### config.mk
export PLATFORM = sky130hd
export DESIGN_NAME = card_clk_gen
export DESIGN_NICKNAME = d
export VERILOG_FILES = /design/src/rtl/ckgen_pkg.sv /design/src/rtl/ckgen_ctrl_reg.sv /design/src/rtl/ckgen_run_ctl.sv /design/src/rtl/ckgen_divider.sv /design/src/rtl/card_clk_gen.sv
export SDC_FILE = /design/constraint.sdc
export NUM_CORES = 1
export LEC_CHECK = 0
export BUFFER_PORTS_ARGS = -buffer_cell sky130_fd_sc_hd__buf_2
export CORE_AREA = 2 2 70 59
export DETAILED_ROUTE_END_ITERATION = 10
export DIE_AREA = 0 0 72 61
export PLACE_DENSITY = 0.75
export SLEW_MARGIN = 20
export SYNTH_ARGS = -nofsm -noshare
export SYNTH_HDL_FRONTEND = slang
export SYNTH_SLANG_ARGS = --single-unit
export TNS_END_PERCENT = 1
### constraint.sdc
create_clock -name clk_i -period 3.15 [get_ports clk_i]
set_input_delay 0.315 -clock clk_i [delete_from_list [all_inputs] [get_ports clk_i]]
set_output_delay 0.315 -clock clk_i [all_outputs]
set_load 0.02 [all_outputs]
### src/rtl/ckgen_pkg.sv
package ckgen_pkg;
  localparam int DIV_W     = 10;
  localparam int BIT_PSAV  = 12;
  localparam int BIT_W4    = 14;
  localparam int BIT_W8    = 15;
  localparam int BIT_NEG   = 16;
  localparam int BIT_HWFC  = 17;
  localparam int BIT_DDR   = 18;

  typedef enum logic [1:0] {
    BW_1 = 2'b00,
    BW_4 = 2'b01,
    BW_8 = 2'b10
  } bus_width_e;

  typedef struct packed {
    logic [DIV_W-1:0] div;
    logic             psav;
    logic             neg;
    logic             hwfc;
    logic             ddr;
    bus_width_e       width;
  } ckcfg_t;
endpackage

### src/rtl/ckgen_ctrl_reg.sv
module ckgen_ctrl_reg
  import ckgen_pkg::*;
#(
  parameter int REG_W = 32
) (
  input  logic             clk_i,
  input  logic             rst_ni,
  input  logic             we_i,
  input  logic [REG_W-1:0] wdata_i,
  output ckcfg_t           cfg_o
);
  ckcfg_t cfg_q;

  function automatic bus_width_e dec_width(input logic w4, input logic w8);
    if (w8)      return BW_8;
    else if (w4) return BW_4;
    else         return BW_1;
  endfunction

  always_ff @(posedge clk_i or negedge rst_ni) begin
    if (!rst_ni) begin
      cfg_q <= '0;
    end else if (we_i) begin
      cfg_q.div   <= wdata_i[DIV_W-1:0];
      cfg_q.psav  <= wdata_i[BIT_PSAV];
      cfg_q.neg   <= wdata_i[BIT_NEG];
      cfg_q.hwfc  <= wdata_i[BIT_HWFC];
      cfg_q.ddr   <= wdata_i[BIT_DDR];
      cfg_q.width <= dec_width(wdata_i[BIT_W4], wdata_i[BIT_W8]);
    end
  end

  assign cfg_o = cfg_q;
endmodule

### src/rtl/ckgen_run_ctl.sv
module ckgen_run_ctl (
  input  logic clk_i,
  input  logic rst_ni,
  input  logic pwr_on_i,
  input  logic bus_idle_i,
  input  logic fifo_rdy_i,
  input  logic psav_i,
  input  logic hwfc_i,
  input  logic bypass_i,
  output logic run_o,
  output logic gate_o
);
  logic gate_q;

  assign run_o = pwr_on_i & ~(psav_i & bus_idle_i) & ~(hwfc_i & ~fifo_rdy_i);

  // enable for pass-through path, captured while the kernel clock is low
  always_ff @(negedge clk_i or negedge rst_ni) begin
    if (!rst_ni) gate_q <= 1'b0;
    else         gate_q <= run_o & bypass_i;
  end

  assign gate_o = gate_q;
endmodule

### src/rtl/ckgen_divider.sv
module ckgen_divider
  import ckgen_pkg::*;
(
  input  logic             clk_i,
  input  logic             rst_ni,
  input  logic             pwr_on_i,
  input  logic             run_i,
  input  logic [DIV_W-1:0] div_cfg_i,
  output logic             ph_o,
  output logic             bypass_o,
  output logic             rise_evt_o,
  output logic             fall_evt_o
);
  logic [DIV_W-1:0] cnt_q, div_act_q, div_eff;
  logic             ph_q, boundary, last;

  // period starts with a low phase at count zero
  assign boundary = ~ph_q & (cnt_q == '0);
  assign div_eff  = boundary ? div_cfg_i : div_act_q;
  assign bypass_o = (div_eff == '0);
  assign last     = ({1'b0, cnt_q} + 1'b1) == {1'b0, div_eff};

  always_ff @(posedge clk_i or negedge rst_ni) begin
    if (!rst_ni) begin
      div_act_q <= '0;
    end else if (boundary) begin
      div_act_q <= div_cfg_i;
    end
  end

  always_ff @(posedge clk_i or negedge rst_ni) begin
    if (!rst_ni) begin
      cnt_q <= '0;
      ph_q  <= 1'b0;
    end else if (!pwr_on_i || bypass_o) begin
      cnt_q <= '0;
      ph_q  <= 1'b0;
    end else if (!ph_q) begin
      if (!run_i) begin
        cnt_q <= '0;
      end else if (last) begin
        cnt_q <= '0;
        ph_q  <= 1'b1;
      end else begin
        cnt_q <= cnt_q + 1'b1;
      end
    end else begin
      if (last) begin
        cnt_q <= '0;
        ph_q  <= 1'b0;
      end else begin
        cnt_q <= cnt_q + 1'b1;
      end
    end
  end

  assign rise_evt_o = pwr_on_i & ~bypass_o & ~ph_q & run_i & last;
  assign fall_evt_o = pwr_on_i & ph_q & last;
  assign ph_o       = ph_q;

  AST_PWR_OFF_LOW: assert property (@(posedge clk_i) disable iff (!rst_ni)
    !pwr_on_i |=> !ph_q);
  AST_STOP_IN_LOW: assert property (@(posedge clk_i) disable iff (!rst_ni)
    (!ph_q && !run_i) |=> !ph_q);
  AST_HIGH_HOLDS: assert property (@(posedge clk_i) disable iff (!rst_ni)
    (ph_q && pwr_on_i && (({1'b0, cnt_q} + 1'b1) != {1'b0, div_act_q})) |=> ph_q);
  AST_CNT_BOUND: assert property (@(posedge clk_i) disable iff (!rst_ni)
    (ph_q || cnt_q != '0) |-> (cnt_q < div_act_q));
  AST_DIV_AT_BOUNDARY: assert property (@(posedge clk_i) disable iff (!rst_ni)
    (ph_q || cnt_q != '0) |=> $stable(div_act_q));
endmodule

### src/rtl/card_clk_gen.sv
module card_clk_gen
  import ckgen_pkg::*;
#(
  parameter int REG_W = 32
) (
  input  logic             clk_i,
  input  logic             rst_ni,
  input  logic             cfg_we_i,
  input  logic [REG_W-1:0] cfg_wdata_i,
  input  logic             bus_idle_i,
  input  logic             fifo_rdy_i,
  input  logic             pwr_on_i,
  output logic             card_clk_o,
  output logic             launch_rise_o,
  output logic             launch_fall_o,
  output logic [1:0]       bus_width_o,
  output logic             ddr_o
);
  ckcfg_t cfg;
  logic   run, gate, bypass, ph, rise_evt, fall_evt;

  ckgen_ctrl_reg #(.REG_W(REG_W)) u_reg (
    .clk_i   (clk_i),
    .rst_ni  (rst_ni),
    .we_i    (cfg_we_i),
    .wdata_i (cfg_wdata_i),
    .cfg_o   (cfg)
  );

  ckgen_run_ctl u_run (
    .clk_i      (clk_i),
    .rst_ni     (rst_ni),
    .pwr_on_i   (pwr_on_i),
    .bus_idle_i (bus_idle_i),
    .fifo_rdy_i (fifo_rdy_i),
    .psav_i     (cfg.psav),
    .hwfc_i     (cfg.hwfc),
    .bypass_i   (bypass),
    .run_o      (run),
    .gate_o     (gate)
  );

  ckgen_divider u_div (
    .clk_i      (clk_i),
    .rst_ni     (rst_ni),
    .pwr_on_i   (pwr_on_i),
    .run_i      (run),
    .div_cfg_i  (cfg.div),
    .ph_o       (ph),
    .bypass_o   (bypass),
    .rise_evt_o (rise_evt),
    .fall_evt_o (fall_evt)
  );

  // pass-through gate only changes while clk_i is low, divided phase is 0 then
  assign card_clk_o    = ph | (clk_i & gate);
  assign launch_rise_o = rise_evt & ~cfg.neg;
  assign launch_fall_o = (fall_evt & cfg.neg) | gate;
  assign bus_width_o   = cfg.width;
  assign ddr_o         = cfg.ddr;

  AST_STROBE_EXCL: assert property (@(posedge clk_i) disable iff (!rst_ni)
    !(launch_rise_o && launch_fall_o));
  AST_WIDTH_LEGAL: assert property (@(posedge clk_i) disable iff (!rst_ni)
    bus_width_o != 2'b11);
endmodule

# Word level (Yosys, flattened, before mapping)
# Index checks and enable logic that the tools add are counted.
# totals
regBits	38
output_inout_bits	6
input_bits	38
# classes
bitwise	23
muxes	12
n_eq_ne	1
reduce_logical	4
addsub	2
# op_table
op	count
10-bit two-way mux	5
10-bit logical NOT	2
1-bit bitwise AND	15
10-bit by 1-bit adder with 11-bit output (second input constant)	1
11-bit by 10-bit == test with 1-bit output	1
10-bit by 1-bit adder with 10-bit output (second input constant)	1
1-bit two-way mux	6
1-bit inverter	6
2-bit two-way mux	1
1-bit OR	2
1-bit logical NOT	1
1-bit logical OR	1

# Logic depth before layout (Yosys ltp)
# depth
depth_word	10
ltp_mapped	10
mapped_depth_nobuf	9

# Cells and area by module
# Synthesis repeated with hierarchy kept, for this count alone.
# hier_totals
hier_cells	170
area_unflattened_um2	1955.6
# modules_own_cells
module	area_each_um2	seq_area_each_um2	n_inst	cells_each
ckgen_divider	1237.4	525.5	1	126
ckgen_ctrl_reg	646.9	400.4	1	36
ckgen_run_ctl	50.0	25.0	1	5
card_clk_gen	21.3	0.0	1	3

==> impl_table.tex <==
\begin{tabular}{lr}
\hline
Metric & Value \\
\hline
\multicolumn{2}{l}{\textbf{Routing}} \\
Count of antenna-violating nets left after detailed routing & 0 \\
Final routed wirelength across all metal layers & 4370 um \\
Vias per inst & 5.52 \\
DRT iter0 DRCs & 105 \\
First-pass iteration count of the detailed router & 4 \\
Top routing layer in use & met4 \\
Wire length per cell after detailed routing & 17.2 um \\
Met1 layer wirelength in the final routing & 1880 um \\
Routed wire length on met3 & 224 um \\
Met2 wire length & 2180 um \\
\# DRC & 0 \\
Number of vias in the routed layout & 1403 \\
\multicolumn{2}{l}{\textbf{Synth}} \\
Area share of the leading cell type in the synthesized netlist & 0.491 \\
Synth warnings & 0 \\
Flop and latch count out of synthesis & 38 \\
Yosys top cell by area & sky130\_fd\_sc\_hd\_\_dfrtp\_1 \\
Share of synthesized cell area in and, or, nand and nor gates & 0.169 \\
Adder-Cell Fraction of Synth Area & 0.0133 \\
Mean instance size in the synthesized netlist & 11.6 um2 \\
Mapped Nets & 203 \\
Post-synthesis cell type count & 36 \\
Sequential area share after synthesis & 0.504 \\
Mux share of post-synthesis cell area & 0.133 \\
Dominant combinational cell family by area after synthesis & simple AND/OR/NAND/NOR gates \\
Cell count after synthesis & 163 \\
Total standard cell area after synthesis & 1890 um2 \\
Leading post-synthesis cells by cell area & sky130\_fd\_sc\_hd\_\_dfrtp\_1 (49\%), sky130\_fd\_sc\_hd\_\_mux2\_2 (9.6\%), sky130\_fd\_sc\_hd\_\_xnor2\_1 (6.5\%) \\
Xor/xnor share of the synthesized area & 0.0790 \\
Synth Area in Compound Gates & 0.0511 \\
\multicolumn{2}{l}{\textbf{Run status}} \\
Outcome & complete, but fails checks \\
Violations in the final reports & negative setup slack \\
\multicolumn{2}{l}{\textbf{Global route}} \\
Total routing resource utilization after global routing & 0.228 \\
First-pass GRT wire length & 7180 um \\
Total global routing overflow & 0 \\
Initial antenna violation count & 0 \\
Largest net degree at the start of global routing & 38 \\
Number of global-route vias before repair & 1530 \\
\multicolumn{2}{l}{\textbf{Floorplan}} \\
Floorplan die height & 61 um \\
IO Count & 44 \\
Initial Utilization & 0.513 \\
Placeable core region & 3680 um2 \\
Die X & 72 um \\
Total Die Area & 4390 um2 \\
Rows & 20 \\
\multicolumn{2}{l}{\textbf{Layout}} \\
Fraction of final layout cells with drive strength greater than 1 & 0.443 \\
Non-filler instance count after layout & 254 \\
Fillers & 250 \\
Final core utilization & 0.691 \\
Net count, final & 249 \\
Signed area change from the synthesized netlist to the final layout & 34.8\% \\
Number of diodes & 0 \\
\multicolumn{2}{l}{\textbf{Setup path}} \\
Cell with the largest stage delay on the worst path & sky130\_fd\_sc\_hd\_\_dfrtp\_1 \\
Kind of critical path & register to register \\
Crit path cell chain & inv\_1, ha\_4, nor4b\_4, nand3\_4, buf\_4, mux2i\_4, nor2\_1 \\
Startpoint type of the worst setup path & register \\
Critical Path Max Stage Delay & 380 ps \\
Critical-path maximum fanout & 3 \\
Category of the worst setup path capture point & register \\
Worst R2R Setup Slack & -60 ps \\
Arrival time at the worst endpoint & 1900 ps \\
Data required time of the critical path & 1840 ps \\
\multicolumn{2}{l}{\textbf{Timing}} \\
Final sum of negative setup slack & -87.1 ps \\
Post-route worst hold slack & 144 ps \\
Final worst setup slack & -56.0 ps \\
Transition time at the pin with the least slew margin & 626 ps \\
Unrepaired setup endpoints after global routing & yes \\
Relative slew margins & 0.581 \\
Number of max-slew violations in the final report & 0 \\
Post-Route Skew & 19.0 ps \\
Final setup violation count & 2 \\
Final critical path time including I/O delays and setup & 3210 ps \\
Hold Fails Final Rpt & 0 \\
Period Utilization, post-route & 1.02 \\
Maximum clock rate & 0.314 GHz \\
\multicolumn{2}{l}{\textbf{Run}} \\
Max\_cap viols & 0 \\
\multicolumn{2}{l}{\textbf{Power}} \\
Share of total power in combinational logic & 0.183 \\
Part of the total power dissipated in the clock network & 0.360 \\
PD cells & 489 nW/um2 \\
Switching fraction of total power & 0.272 \\
Maximum ir drop on the vdd rail & 405 uV \\
Sw power & 0.338 mW \\
Sequential share of power & 0.456 \\
Static power due to leakage & 1.15 nW \\
Internal Power & 0.905 mW \\
\multicolumn{2}{l}{\textbf{Placed design}} \\
DP Cell Count & 235 \\
Number of buffers inserted by port buffering & 27 \\
Detailed Place HPWL & 2810 um \\
Weighted congestion reported at the end of routability-driven placement & 0.867 \\
\multicolumn{2}{l}{\textbf{CTS}} \\
TritonCTS clock tree & done \\
Clock latency of the later-clocked register in the worst-skew pair & 420 ps \\
Clock-pin slew of the registers on the worst-case setup and hold paths & 70 ps \\
\multicolumn{2}{l}{\textbf{Hold path}} \\
Path category of the worst min-delay check & input port to register \\
\hline
\end{tabular}
## placed cells by master (no fill, tap or decap), drive strengths merged, types with 7 or more instances in the layout
cell type and count:
buf 41, clkbuf 9, dfrtp 37, inv 13
mux2 17, nand2 8, nand3 7, nor2 16
xnor2 14
## cell usage after synthesis, drive strengths merged
library cell,number
dfrtp,37
mux2,17
nor2,16
xnor2,14
inv,13
nand2,8
nand3,7
mux2i,6
nand4,6
buf,5
nor4,5
or4,4
a21boi,3
xor2,3
a21oi,2
and3,2
ha,2
nor3,2
a41o,1
and2,1
clkbuf,1
dfrtn,1
nand2b,1
nand3b,1
nor4b,1
o211ai,1
o21ai,1
o311ai,1
o41ai,1
## cells by family (layout without fill, tap and decap cells)
| logic type | after synthesis | in the layout |
|---|---|---|
| simple gates | 54 | 54 |
| buf+inv | 19 | 66 |
| mux | 23 | 23 |
| flops | 38 | 38 |
| xor+xnor | 17 | 17 |
| fa+ha+maj | 2 | 2 |
| compound gates | 10 | 10 |
## critical path, delay by kind of cell, from the launching register on
family,cells,cell delay [ps]
and+or+nand+nor,3,550
DFF,1,380
buffers and inverters,2,270
muxes,1,170
adders and majority gates,1,120
## area by class of cell
cell class,instances,area (um2),area share
multi-input cells,106,1060,0.415
flip-flops and latches,38,951,0.374
repair buffers,41,290,0.114
clock buffers,10,129,0.0507
well taps,44,55.1,0.0217
inverters,13,48.8,0.0192
clock inverters,2,12.5,0.00492
## worst paths after layout
check,startpoint,endpoint,cells past startpoint
hold / removal,cfg_wdata_i[16],u_reg.cfg_o[4],2
hold reg to reg,u_reg.cfg_o[1],u_reg.cfg_o[1],1
setup / recovery,u_div.cnt_q[0],u_run.gate_o,7
min in group asynchronous,rst_ni,u_reg.cfg_o[5],3
setup reg to reg,u_div.cnt_q[0],u_run.gate_o,7
max in group asynchronous,rst_ni,u_run.gate_o,2
## sequential cells by signal (all words and copies together) (netlist names)
register         flops
u_div.cnt_q         10
u_div.div_act_q     10
u_div.ph_o           1
u_reg.cfg_o         16
u_run.gate_o         1
## per-stage QoR
stage          cell area [um2]  setup WS (ps)  power, mW
6_report                  2540          -56.0       1.24
5_1_grt                   2540           -157       1.30
4_1_cts                   2440          -83.1       1.22
3_5_place_dp              2080           85.3      0.719
3_3_place_gp              2080            121      0.707
2_1_floorplan             1890           21.0      0.666
## metal layers
layer | track usage | vias up
met5 | 0 | -
met4 | 0.124 | 0
met3 | 0.0664 | 8
met2 | 0.377 | 41
met1 | 0.274 | 695
li1 | - | 659
## power groups by stage
stage                     Sequential, mW  Clock [mW]  Combinational, mW
after floorplan                    0.556   0.0000580              0.110
after global placement             0.559   0.0000832              0.148
after detailed placement           0.563   0.0000832              0.156
after CTS                          0.561       0.459              0.204
after global routing               0.571       0.484              0.245
final                              0.567       0.448              0.228
## what timing repair did
item / in CTS / in global routing
hold buffers: 1 / 0
setup buffers: 5 / 1
endpoints found under the hold margin: 17 / 0
gates resized for setup: 26 / 15
pin swaps: 7 / 7
endpoints found under the setup margin: 2 / 3
cloned: 1 / 0
No activity file was read; power rests on OpenSTA's default activity.
